===== src/rtl/bmide_pkg.sv =====
package bmide_pkg;
    localparam int CHAN_BYTES = 8;
    localparam int OFF_W      = $clog2(CHAN_BYTES);

    typedef enum logic [1:0] {
        SZ_BYTE = 2'd0,
        SZ_HALF = 2'd1,
        SZ_WORD = 2'd2,
        SZ_BAD  = 2'd3
    } acc_size_e;

    typedef enum logic {
        CH_IDLE = 1'b0,
        CH_RUN  = 1'b1
    } chan_state_e;

    localparam logic [OFF_W-1:0] OFF_CMD = 3'd0;
    localparam logic [OFF_W-1:0] OFF_STS = 3'd2;
    localparam logic [OFF_W-1:0] OFF_PTR = 3'd4;

    localparam int CMD_GO  = 0;
    localparam int CMD_DIR = 3;
    localparam int STS_ERR = 1;
    localparam int STS_IRQ = 2;
endpackage


===== src/rtl/bmide_decode.sv =====
module bmide_decode
    import bmide_pkg::*;
(
    input  logic [OFF_W-1:0] off,
    input  logic [1:0]       size,
    output logic [2:0]       nbytes,
    output logic             wr_legal,
    output logic             rd_legal,
    output logic             hit_cmd,
    output logic             hit_sts,
    output logic             hit_spare,
    output logic             hit_ptr
);
    logic [OFF_W:0] end_pos;

    always_comb begin
        unique case (size)
            SZ_BYTE: nbytes = 3'd1;
            SZ_HALF: nbytes = 3'd2;
            SZ_WORD: nbytes = 3'd4;
            default: nbytes = 3'd0;
        endcase
        end_pos   = {1'b0, off} + {1'b0, nbytes};
        rd_legal  = (nbytes != 3'd0) && (end_pos <= (OFF_W+1)'(CHAN_BYTES));
        wr_legal  = ((size == SZ_BYTE) && (off < OFF_PTR)) ||
                    ((size == SZ_WORD) && (off == OFF_PTR));
        hit_cmd   = (off == OFF_CMD);
        hit_sts   = (off == OFF_STS);
        hit_spare = off[0];
        hit_ptr   = (off == OFF_PTR);
    end
endmodule


===== src/rtl/bmide_chan.sv =====
module bmide_chan
    import bmide_pkg::*;
(
    input  logic        clk,
    input  logic        rst_n,
    input  logic        cmd_we,
    input  logic        sts_we,
    input  logic        spare_we,
    input  logic        spare_hi,
    input  logic        ptr_we,
    input  logic [7:0]  wbyte,
    input  logic [29:0] wptr,
    input  logic        active_in,
    input  logic        err_set,
    input  logic        irq_set,
    output logic [63:0] image,
    output logic        start_pulse,
    output logic        stop_pulse,
    output logic        dir
);
    chan_state_e state, state_nx;
    logic        go, halt;
    logic        act_q, err_q, irq_q;
    logic [4:0]  sts_hi;
    logic [7:0]  spare_lo_q, spare_hi_q;
    logic [29:0] ptr_q;

    // next-state: START (idle -> run), STOP (run -> idle)
    always_comb begin
        state_nx = state;
        go       = 1'b0;
        halt     = 1'b0;
        if (cmd_we) begin
            unique case (state)
                CH_IDLE: if (wbyte[CMD_GO]) begin
                    state_nx = CH_RUN;
                    go       = 1'b1;
                end
                CH_RUN: if (!wbyte[CMD_GO]) begin
                    state_nx = CH_IDLE;
                    halt     = 1'b1;
                end
            endcase
        end
    end

    always_ff @(posedge clk or negedge rst_n) begin
        if (!rst_n) state <= CH_IDLE;
        else        state <= state_nx;
    end

    // outputs: pulses and direction (frozen while running)
    always_ff @(posedge clk or negedge rst_n) begin
        if (!rst_n) begin
            start_pulse <= 1'b0;
            stop_pulse  <= 1'b0;
            dir         <= 1'b0;
        end else begin
            start_pulse <= go;
            stop_pulse  <= halt;
            if (cmd_we && state == CH_IDLE) dir <= wbyte[CMD_DIR];
        end
    end

    always_ff @(posedge clk or negedge rst_n) begin
        if (!rst_n) begin
            act_q      <= 1'b0;
            err_q      <= 1'b0;
            irq_q      <= 1'b0;
            sts_hi     <= '0;
            spare_lo_q <= '0;
            spare_hi_q <= '0;
            ptr_q      <= '0;
        end else begin
            act_q <= active_in;
            err_q <= err_set | (err_q & ~(sts_we & wbyte[STS_ERR]));
            irq_q <= irq_set | (irq_q & ~(sts_we & wbyte[STS_IRQ]));
            if (sts_we) sts_hi <= wbyte[7:3];
            if (spare_we && !spare_hi) spare_lo_q <= wbyte;
            if (spare_we &&  spare_hi) spare_hi_q <= wbyte;
            if (ptr_we) ptr_q <= wptr;
        end
    end

    assign image = {ptr_q, 2'b00,
                    spare_hi_q,
                    sts_hi, irq_q, err_q, act_q,
                    spare_lo_q,
                    4'b0000, dir, 2'b00, (state == CH_RUN)};
endmodule


===== src/rtl/bmide_regs.sv =====
module bmide_regs
    import bmide_pkg::*;
#(
    parameter int NUM_CHAN = 2,
    parameter int DATA_W   = 32,
    localparam int CHAN_W  = (NUM_CHAN > 1) ? $clog2(NUM_CHAN) : 1
) (
    input  logic                clk,
    input  logic                rst_n,
    input  logic                io_en,
    input  logic                bm_en,
    input  logic                req_valid,
    input  logic                req_write,
    input  logic [CHAN_W-1:0]   req_chan,
    input  logic [OFF_W-1:0]    req_off,
    input  logic [1:0]          req_size,
    input  logic [DATA_W-1:0]   req_wdata,
    output logic                rsp_valid,
    output logic [DATA_W-1:0]   rsp_rdata,
    output logic                rsp_err,
    input  logic [NUM_CHAN-1:0] dma_active,
    input  logic [NUM_CHAN-1:0] dma_err_set,
    input  logic [NUM_CHAN-1:0] dma_irq_set,
    output logic [NUM_CHAN-1:0] dma_start,
    output logic [NUM_CHAN-1:0] dma_stop,
    output logic [NUM_CHAN-1:0] dma_dir
);
    logic [2:0]  nbytes;
    logic        wr_legal, rd_legal, hit_cmd, hit_sts, hit_spare, hit_ptr;
    logic        acc_on, wr_go, err_nx;
    logic [63:0] img [NUM_CHAN];
    logic [63:0] shifted;
    logic [DATA_W-1:0] rdata_nx;

    bmide_decode u_dec (
        .off(req_off), .size(req_size), .nbytes(nbytes),
        .wr_legal(wr_legal), .rd_legal(rd_legal),
        .hit_cmd(hit_cmd), .hit_sts(hit_sts),
        .hit_spare(hit_spare), .hit_ptr(hit_ptr)
    );

    assign acc_on = req_valid && io_en;
    assign wr_go  = acc_on && req_write && bm_en && wr_legal;
    assign err_nx = acc_on && (req_write ? (bm_en && !wr_legal) : !rd_legal);

    for (genvar c = 0; c < NUM_CHAN; c++) begin : g_chan
        logic sel;
        assign sel = wr_go && (req_chan == CHAN_W'(c));
        bmide_chan u_chan (
            .clk(clk), .rst_n(rst_n),
            .cmd_we(sel && hit_cmd), .sts_we(sel && hit_sts),
            .spare_we(sel && hit_spare), .spare_hi(req_off[1]),
            .ptr_we(sel && hit_ptr),
            .wbyte(req_wdata[7:0]), .wptr(req_wdata[DATA_W-1:2]),
            .active_in(dma_active[c]), .err_set(dma_err_set[c]),
            .irq_set(dma_irq_set[c]), .image(img[c]),
            .start_pulse(dma_start[c]), .stop_pulse(dma_stop[c]),
            .dir(dma_dir[c])
        );
    end

    always_comb begin
        shifted  = img[req_chan] >> {req_off, 3'b000};
        rdata_nx = '0;
        if (acc_on && !req_write && rd_legal) begin
            unique case (nbytes)
                3'd1:    rdata_nx = {{(DATA_W-8){1'b0}}, shifted[7:0]};
                3'd2:    rdata_nx = {{(DATA_W-16){1'b0}}, shifted[15:0]};
                default: rdata_nx = shifted[DATA_W-1:0];
            endcase
        end
    end

    always_ff @(posedge clk or negedge rst_n) begin
        if (!rst_n) begin
            rsp_valid <= 1'b0;
            rsp_rdata <= '0;
            rsp_err   <= 1'b0;
        end else begin
            rsp_valid <= req_valid;
            rsp_rdata <= rdata_nx;
            rsp_err   <= err_nx;
        end
    end
endmodule



===== config.mk =====
export PLATFORM = sky130hd
export DESIGN_NAME = bmide_regs
export DESIGN_NICKNAME = d
export VERILOG_FILES = /design/src/rtl/bmide_pkg.sv /design/src/rtl/bmide_decode.sv /design/src/rtl/bmide_chan.sv /design/src/rtl/bmide_regs.sv
export SDC_FILE = /design/constraint.sdc
export NUM_CORES = 1
export LEC_CHECK = 0
export ABC_AREA = 1
export BUFFER_PORTS_ARGS = -buffer_cell sky130_fd_sc_hd__buf_4
export CAP_MARGIN = 20
export CORE_ASPECT_RATIO = 0.8
export CORE_UTILIZATION = 40
export CTS_BUF_LIST = sky130_fd_sc_hd__clkbuf_16
export CTS_CLUSTER_DIAMETER = 80
export DETAILED_ROUTE_END_ITERATION = 10
export GPL_ROUTABILITY_DRIVEN = 1
export RECOVER_POWER = 100
export SYNTH_ARGS = -nofsm -noshare
export SYNTH_HDL_FRONTEND = slang
export SYNTH_SLANG_ARGS = --single-unit

===== constraint.sdc =====
create_clock -name clk -period 1.35 [get_ports clk]
set_input_delay 0 -clock clk [delete_from_list [all_inputs] [get_ports clk]]
set_output_delay 0 -clock clk [all_outputs]
set_load 0.1 [all_outputs]

## Word level (Yosys, flattened, before mapping)

Index checks and enable logic that the tools add are counted.

| operators by class | value |
|---|---|
| $add $sub $neg | 1 |
| multipliers | 0 |
| divide/modulo/power cells | 0 |
| order comparisons | 3 |
| eq/ne operators | 6 |
| shifts and indexed selects | 1 |
| muxes and demuxes | 17 |
| bitwise gates (word level) | 20 |
| reductions and logical operators | 35 |

Operator list:

| operator | count |
|---|---|
| 2-to-1 mux 64 bit | 3 |
| case mux 32 bit (2 select lines) | 1 |
| right shift 64 x 6 -> 32 bit | 1 |
| 2-to-1 mux 32 bit | 1 |
| logical AND 1 bit | 27 |
| 2-to-1 mux 1 bit | 11 |
| case mux 3 bit (3 select lines) | 1 |
| AND 1 bit | 8 |
| NOT 1 bit | 7 |
| equality test 3 x 2 -> 1 bit, second input constant | 2 |
| adder 3 x 3 -> 4 bit | 1 |
| <= comparator 4 bit, second input constant | 1 |
| zero test 1 bit | 4 |
| bitwise OR 1 bit | 4 |
| equality test 3 x 1 -> 1 bit, second input constant | 1 |
| equality test 3 bit, second input constant | 1 |
| zero test 3 bit | 1 |
| < comparator 3 bit, second input constant | 1 |
| nonzero test 3 bit | 1 |
| equality test 2 x 1 -> 1 bit, second input constant | 1 |
| equality test 2 bit, second input constant | 1 |
| >= comparator 2 bit, second input constant | 1 |
| zero test 2 bit | 1 |
| NOT 1 -> 2 bit | 1 |
| logical OR 1 bit | 1 |

| word-level totals | value |
|---|---|
| flip-flop bits (word level) | 150 |
| latch bits | 0 |
| bits in writable memories | 0 |
| bits in read-only memories | 0 |
| logic and storage cells | 108 |
| memories | 0 |

## Depth between registers and ports, before layout

Gate-level depths: netlist of the first run.

| depth | value |
|---|---|
| word-level depth | 10 |
| depth in mapped cells | 13 |
| mapped depth without buffers | 12 |

## Cells and area by module

Synthesis of the first run repeated with hierarchy kept, for this count alone.

| second synthesis, totals | value |
|---|---|
| cell total of the unflattened synthesis | 1145 |
| area, all modules | 8379.3 um2 |

Modules (own cells, without submodules):

| module | instances | cells an instance | area each (um2) | seq. area each (um2) |
|---|---|---|---|---|
| bmide_chan | 2 | 258 | 2383.5 | 1451.4 |
| bmide_regs | 1 | 601 | 3434.5 | 850.8 |
| bmide_decode | 1 | 28 | 177.7 | 0.0 |

## Worst setup path after synthesis of the first run

Ideal clock, no wire load.

| timing | value |
|---|---|
| path kind | input-to-reg |
| start point | input port req_size[0] |
| end point | register rsp_rdata[24] |
| library setup time | 0.071 ns |
| arrival | 1.803 ns |
| required time | 1.279 ns |
| setup slack | -0.524 ns |
| stages on the path | 13 |
| buffers on the path | 1 |
| path through | nor2_1 ha_1 inv_1 fa_1 inv_1 nor2_1 nand2_1 nand2_1 nand3_1 inv_1 nand2_1 buf_2 nor2_1 |

| between the ends | value |
|---|---|
| word-level cells in the longest chain between the ends | 7 |

RTL lines:

| element | RTL line | source |
|---|---|---|
| start, declared | bmide_regs.sv:16 | `input logic [1:0] req_size,` |
| equality test 2 bit (tied with other cells) | bmide_decode.sv:17 | `unique case (size)` |
| case mux 3 bit (3 select lines) * | bmide_decode.sv:17 |  |
| adder 3 x 3 -> 4 bit | bmide_decode.sv:23 | `end_pos = {1'b0, off} + {1'b0, nbytes};` |
| <= comparator 4 bit | bmide_decode.sv:24 | `rd_legal = (nbytes != 3'd0) && (end_pos <= (OFF_W+1)'(CHAN_BYTES));` |
| logical AND 1 bit | bmide_decode.sv:24 |  |
| logical AND 1 bit | bmide_regs.sv:65 | `if (acc_on && !req_write && rd_legal) begin` |
| 2-to-1 mux 32 bit * | bmide_regs.sv:65 |  |
| via rdata_nx[24] | bmide_regs.sv:33 | `logic [DATA_W-1:0] rdata_nx;` |
| end signal, assigned | bmide_regs.sv:81 | `rsp_rdata <= rdata_nx;` |
| end, declared | bmide_regs.sv:19 | `output logic [DATA_W-1:0] rsp_rdata,` |

The timed path passes the listed nets; every way through them passes the cells marked *.
A chain may end at the register's enable or synchronous reset.

## Worst setup path in the final report of the first run

| timing | value |
|---|---|
| start point | input port req_size[0] |
| end point | register rsp_rdata[15] |

Same word-level chain as after synthesis.

==> flow_summary.yaml, run 1 <==
die:
  die_h_um: 127.7
  die_x_um: 159.2
  die_area_mm2: 0.02033
  ioPinCount: 90
  start_util_pct: 41.29
  core_area_mm2: 0.01914
  rows: 45
power:
  vdd_drop_max_uv: 952.8
  pwr_density_cell_mw_per_mm2: 1097
  leakagePower_nw: 5.488
  power_mw: 11.68
clock_tree:
  cts_max_path_buffers: 2
  clk_latency_ns: 0.43
  htreeDepth: 4
  cts_tree: "done"
  root_buffer: "clkbuf_16"
  path_clk_slew_ns: 0.06
  cts_buffers: 17
  cts.sink_count: 150
logic_synthesis:
  yosysMostFrequentCell: "nand2_1"
  yosysTopAreaCellShare_pct: 47.49
  syn_area_per_cell_um2: 7.408
  synth_warnings: 0
  yosysSeqAreaShare_pct: 47.49
  synth-edff-count: 0
  synthDistinctLibCells: 31
  synth-main-ff-cell: "dfrtp_1"
  ys_async_sr_fraction_pct: 100.0
  syn_area_mm2: 0.007904
  syn_nets: 1121
  ys_ff_latch: 150
  yosysTopAreaCell: "dfrtp_1"
  yosys-top-cells-count: "nand2_1 (374), dfrtp_1 (150), o21ai_0 (139)"
  synth_cells: 1067
  synth_area_leaders: "dfrtp_1 (47%), nand2_1 (18%), o21ai_0 (8.8%)"
placed_design:
  dpl_worst_slack_ns: -0.4842
  io_buffers: 89
  globalplace.congestion: 0.9701
  post-dp-hpwl_um: 18470
  place_area_mm2: 0.009639
global_route:
  grt_use_total_pct: 26.24
  grt_pass1_wl_um: 41020
  antenna_found_initial: 0
  gr-total-overflow: 0
  grt_max_degree: 61
  grt_pass1_vias: 7533
worst_hold_path:
  hp-start: "req_size[1]"
  worstHoldPathType: "input pin to flip-flop"
setup_path:
  worstPathArrival_ns: 1.71
  crit_start: "req_size[0]"
  end_kind: "flip-flop"
  required_ns: 1.72
  crit_fanout: 5
  start_kind: "input pin"
  r2r_start: "g_chan[0].u_chan.ptr_q[13]"
  path_class: "input pin to flip-flop"
sta:
  worst_slack_ns: 0.006640
  fin_crit_ns: 1.343
  finalSetupViolCount: 0
  slew-limit-headroom_pct: 44.89
  post-route-period-util_pct: 99.51
  slew_violations: 0
  timing.hold.ws_ns: 0.01680
  skew_ns: 0.01322
  max_freq_mhz: 744.4
  grt_setup_unrepaired: "yes"
  tightest_slew_ns: 0.8267
  hold_violations: 0
layout:
  regArea_mm2: 0.003754
  fillCellCount: 1887
  layout-drive-gt1-share_pct: 22.20
  n_antenna_cell: 0
  area_delta_synth_final_pct: 34.67
  nNetsFinal: 1321
  multi_input_area_mm2: 0.003640
  final_area_mm2: 0.01064
  final_util_pct: 55.60
drt:
  avgRoutedWirePerCell_um: 16.24
  routed-via-count: 7739
  post-route-drc-count: 0
  drt_wl_total_um: 24970
  initialDrtViolationCount: 585
  via_per_inst: 5.035
  drtAntennaViolNets: 0
  dr.pass1.iters: 6
outcome:
  status: "completed"
run:
  drv_cap: 0
## sequential cells by signal (all words and copies together), names as in the netlist
signal                     count
g_chan.u_chan.spare_lo_q      16
g_chan.u_chan.sts_hi          10
g_chan.u_chan.spare_hi_q      16
g_chan.u_chan.ptr_q           60
g_chan.u_chan.stop_pulse       2
g_chan.u_chan.dir              2
g_chan.u_chan.irq_q            2
rsp_valid                      1
g_chan.u_chan.start_pulse      2
rsp_rdata                     32
g_chan.u_chan.act_q            2
rsp_err                        1
g_chan.u_chan.err_q            2
g_chan.u_chan.state            2
## cells in the final DEF (no fill, tap or decap), types with 6 or more instances in the layout
cell type,n
a21oi_1,13
buf_12,11
buf_2,10
buf_4,119
clkbuf_1,7
clkbuf_16,17
clkbuf_2,40
dfrtp_1,150
dlygate4sd3_1,43
inv_1,78
inv_2,11
nand2_1,365
nand2_2,11
nand3_1,66
nor2_1,73
nor2_2,11
nor2_4,9
o211ai_1,30
o21ai_0,118
o21ai_1,30
o21bai_1,6
## stage by stage
| stage | setup TNS [ns] | cells |
|---|---|---|
| after CTS | 0 | 1535 |
| after global placement | -15.89 | 1460 |
| final | 0 | 1537 |
| after floorplan | -3.942 | 1067 |
| after detailed placement | -17.43 | 1460 |
| after global routing | -0.5625 | 1537 |
## repair_timing
item                                   CTS  global route
buffers inserted                         1             2
cloned                                   0             0
pin swaps                                5            17
endpoints found under the hold margin  268             0
setup endpoints to repair               14            21
hold buffers                            43             0
resized for setup                       13            51
## path summary, 6_finish.rpt
check / endpoint / slack [ns] / cells after the start
max: rsp_rdata[15] / 0.007 / 12
min: rsp_rdata[18] / 0.02 / 4
max reg2reg: rsp_rdata[15] / 0.02 / 9
min reg2reg: g_chan[0].u_chan.sts_hi[3] / 0.49 / 2
max in group asynchronous: g_chan[1].u_chan.ptr_q[14] / 0.22 / 3
min in group asynchronous: g_chan[0].u_chan.start_pulse / 0.21 / 2
## report_power, final
part / total [mW] / switching, mW / internal (mW)
Sequential: 4.65 / 0.0436 / 4.61
Clock: 5.29 / 2.00 / 3.29
Combinational: 1.73 / 1.10 / 0.632
Total: 11.7 / 3.14 / 8.53
## worst max-delay path: stages
cell and delay (ns):
buf_8 0.10, nor2_4 0.13, ha_4 0.16, inv_2 0.03
fa_1 0.47, inv_1 0.04, nor2_1 0.08, nand2_1 0.07
nand2_2 0.11, nand4_1 0.21, buf_4 0.23, nor2_2 0.08
## layer usage
metal	wire length [um]	part of all wire [%]	track usage, %	vias to the layer above
li1	-	-	-	3822
met1	12380	50	38.87	3625
met2	10470	42	38.73	263
met3	1742	7.0	5.856	29
met4	376	1.5	6.505	0
met5	0	0	0	-
## cell families (layout without fill, tap and decap cells)
family	Yosys count	in the layout	share of synthesized area, %
adders and majority gates	4	4	0.7283
DFF	150	150	47.49
and+or+nand+nor	556	556	29.37
AOI/OAI and AO/OA	204	204	14.06
buffers and inverters	151	363	8.121
xor gates and xnor gates	1	1	0.1108
muxes	1	1	0.1266
## area by class of cell
type / instances / area share, %
Sequential cell: 150 / 35.26
Clock inverter: 14 / 2.081
Inverter: 91 / 3.209
Multi-Input combinational cell: 766 / 34.20
Timing Repair Buffer: 241 / 18.22
Tap cell: 258 / 3.033
Clock buffer: 17 / 3.997
Note: power is estimated with default switching activity, not from simulation.
==> run 2, diff against run 1 <==
--- a/config.mk
+++ b/config.mk
@@ -8,12 +8,16 @@
 export ABC_AREA = 1
 export BUFFER_PORTS_ARGS = -buffer_cell sky130_fd_sc_hd__buf_4
 export CAP_MARGIN = 20
+export CELL_PAD_IN_SITES_DETAIL_PLACEMENT = 1
+export CELL_PAD_IN_SITES_GLOBAL_PLACEMENT = 1
 export CORE_ASPECT_RATIO = 0.8
 export CORE_UTILIZATION = 40
 export CTS_BUF_LIST = sky130_fd_sc_hd__clkbuf_16
 export CTS_CLUSTER_DIAMETER = 80
 export DETAILED_ROUTE_END_ITERATION = 10
 export GPL_ROUTABILITY_DRIVEN = 1
+export MAX_ROUTING_LAYER = met4
+export PLACE_DENSITY_LB_ADDON = 0.1
 export RECOVER_POWER = 100
 export SYNTH_ARGS = -nofsm -noshare
 export SYNTH_HDL_FRONTEND = slang
==> run 2 against run 1 <==
  * The flow now finishes with violations (setup timing)
  * Non-clock buffer count grew 4
  * Power down 5.6%
  * Clock power decreased by 16%
  * Worst setup slack lost 0.069 ns
  * Critical path depth increased by 2
  * Combinational power grew 11%
  * Sequential share of layout area decreased by 1.1 points
  * Die area did not move
  * Fmax shrank 4.9%
  * Cell count up 0.33%
  * Critical path type unchanged
  * Critical endpoint is now rsp_rdata[17]
==> flow_summary.yaml, run 2 (synthesized netlist as in run 1, its figures left out) <==
setup_path:
  crit_fanout: 8
  reg2reg_depth: 7
  worstPathArrival_ns: 1.77
  required_ns: 1.71
  rrSetupSlack_ns: -0.02
  path_class: "input pin to flip-flop"
  r2r-end: "rsp_rdata[11]"
  r2r_start: "g_chan[1].u_chan.ptr_q[9]"
  end_kind: "flip-flop"
  start_kind: "input pin"
drt:
  via_per_inst: 5.270
  met3_length_um: 1670
  highest_layer: "met4"
  m1WireLength_um: 13640
  initialDrtViolationCount: 614
  dr.pass1.iters: 5
  drt_wl_total_um: 29540
  post-route-drc-count: 0
  drtAntennaViolNets: 0
  wl_met2_um: 13700
  avgRoutedWirePerCell_um: 19.15
  routed-via-count: 8126
global_route:
  grt_pass1_wl_um: 46090
  gr-total-overflow: 0
  grt_max_degree: 55
  antenna_found_initial: 0
  grt_pass1_vias: 8364
  grt_use_total_pct: 30.72
sta:
  slew-limit-headroom_pct: 27.11
  finalSetupViolCount: 20
  tightest_slew_ns: 1.093
  max_freq_mhz: 707.9
  hold_violations: 0
  slew_violations: 0
  grt_setup_unrepaired: "yes"
  worst_slack_ns: -0.06256
  fin_crit_ns: 1.413
  skew_ns: 0.01019
  post-route-period-util_pct: 104.6
power:
  vdd_drop_max_uv: 739.0
  pwr_density_cell_mw_per_mm2: 1005
  leakagePower_nw: 5.538
die:
  die_x_um: 159.2
  start_util_pct: 41.29
  die_h_um: 127.7
  rows: 45
  ioPinCount: 90
  die_area_mm2: 0.02033
  core_area_mm2: 0.01914
layout:
  top_register: "g_chan.u_chan.ptr_q"
  final_area_mm2: 0.01098
  area_delta_synth_final_pct: 38.88
  top_regs: "g_chan.u_chan.ptr_q x60, rsp_rdata x32"
  final_common_cell: "nand2_1"
  fillCellCount: 2366
  n_antenna_cell: 0
  largest_register_ffs: 60
  final_util_pct: 57.34
  final_cell_mix: "nand2_1 (366), buf_4 (177), dfrtp_1 (150)"
  layout-drive-gt1-share_pct: 25.55
  nNetsFinal: 1326
worst_hold_path:
  hp-start: "req_size[1]"
  worstHoldPathType: "input pin to flip-flop"
  holdPathEnd: "rsp_rdata[25]"
  whs_path_depth: 4
clock_tree:
  htreeDepth: 4
  cts.sink_count: 150
  cts_max_path_buffers: 2
  path_clk_slew_ns: 0.07
  cts_buffers: 17
  cts_tree: "done"
  root_buffer: "clkbuf_16"
  clk_latency_ns: 0.44
outcome:
  status: "complete, but fails checks"
  violations: "setup timing"
run:
  drv_cap: 0
placed_design:
  io_buffers: 89
  place_area_mm2: 0.009619
  globalplace.congestion: 0.9433
  post-dp-hpwl_um: 20780
[run 2: cell count changes in the layout (fill, tap and decap cells not counted), sizes merged]
cell and change:
dlygate4sd3 -1, nand2 +1, clkinvlp +1, inv -2, clkinv +5, bufinv -4
clkbuf -47, buf +52
[run 2: layout make-up]
cell class              instances  area, um^2  share of cell area, %
clock buffers                  17       425.4                  3.876
clock inverters                14       112.6                  1.026
inverters                      91       349.1                  3.180
multi-input cells             767        3854                  35.11
flip-flops and latches        150        3754                  34.20
well taps                     258       322.8                  2.941
repair buffers                245        2160                  19.67
[run 2: report_power, final]
part	switching, mW	internal [mW]	total (mW)
logic	1.22	0.692	1.92
clock network	1.96	2.50	4.46
registers	0.0463	4.61	4.66
[run 2: how the worst max path moves through the flow]
stage	slack, ns	to	start
after floorplan	-0.23	rsp_rdata[25]	req_size[1]
after global placement	-0.42	rsp_rdata[11]	req_size[1]
after detailed placement	-0.53	rsp_rdata[12]	req_size[1]
after CTS	-0.02	rsp_rdata[12]	req_size[1]
after global routing	-0.13	rsp_rdata[11]	req_size[0]
final	-0.06	rsp_rdata[17]	req_size[0]
[run 2: repair_timing]
item                                    CTS  global route
setup buffers                             5             4
pin swaps                                 1            15
endpoints found under the hold margin   268             0
endpoints found under the setup margin   28            31
cloned                                    0             1
hold buffers                             42             0
resized for setup                        26            94
[run 2: per-layer routing]
layer  GRT usage (%)  vias to the layer above
li1                -                     3828
met1           41.41                     4036
met5               -                        -
met3           6.923                       36
met2           46.18                      226
met4           9.559                        0
[run 2: per-stage QoR]
step                      hold WS, ns  instances   TNS, ns  setup WS, ns  power, mW
after floorplan               -0.2956       1067    -3.942       -0.2336      5.548
after global routing          0.05257       1542    -3.242       -0.1310      11.44
after global placement       -0.05436       1459    -15.98       -0.4207      6.328
after detailed placement     -0.05171       1459    -19.04       -0.5320      6.361
after CTS                     0.01734       1537  -0.05868      -0.02432      10.96
final                         0.05662       1542   -0.6591      -0.06256      11.03
[run 2: critical path: stages]
cell     delay (ns)
buf_8          0.10
nor2_4         0.12
ha_4           0.15
inv_2          0.04
fa_1           0.47
inv_1          0.05
nor2_2         0.09
nand2_1        0.07
nand2_2        0.12
buf_12         0.12
nand3_4        0.09
inv_6          0.12
nand2_8        0.11
nor2_4         0.12
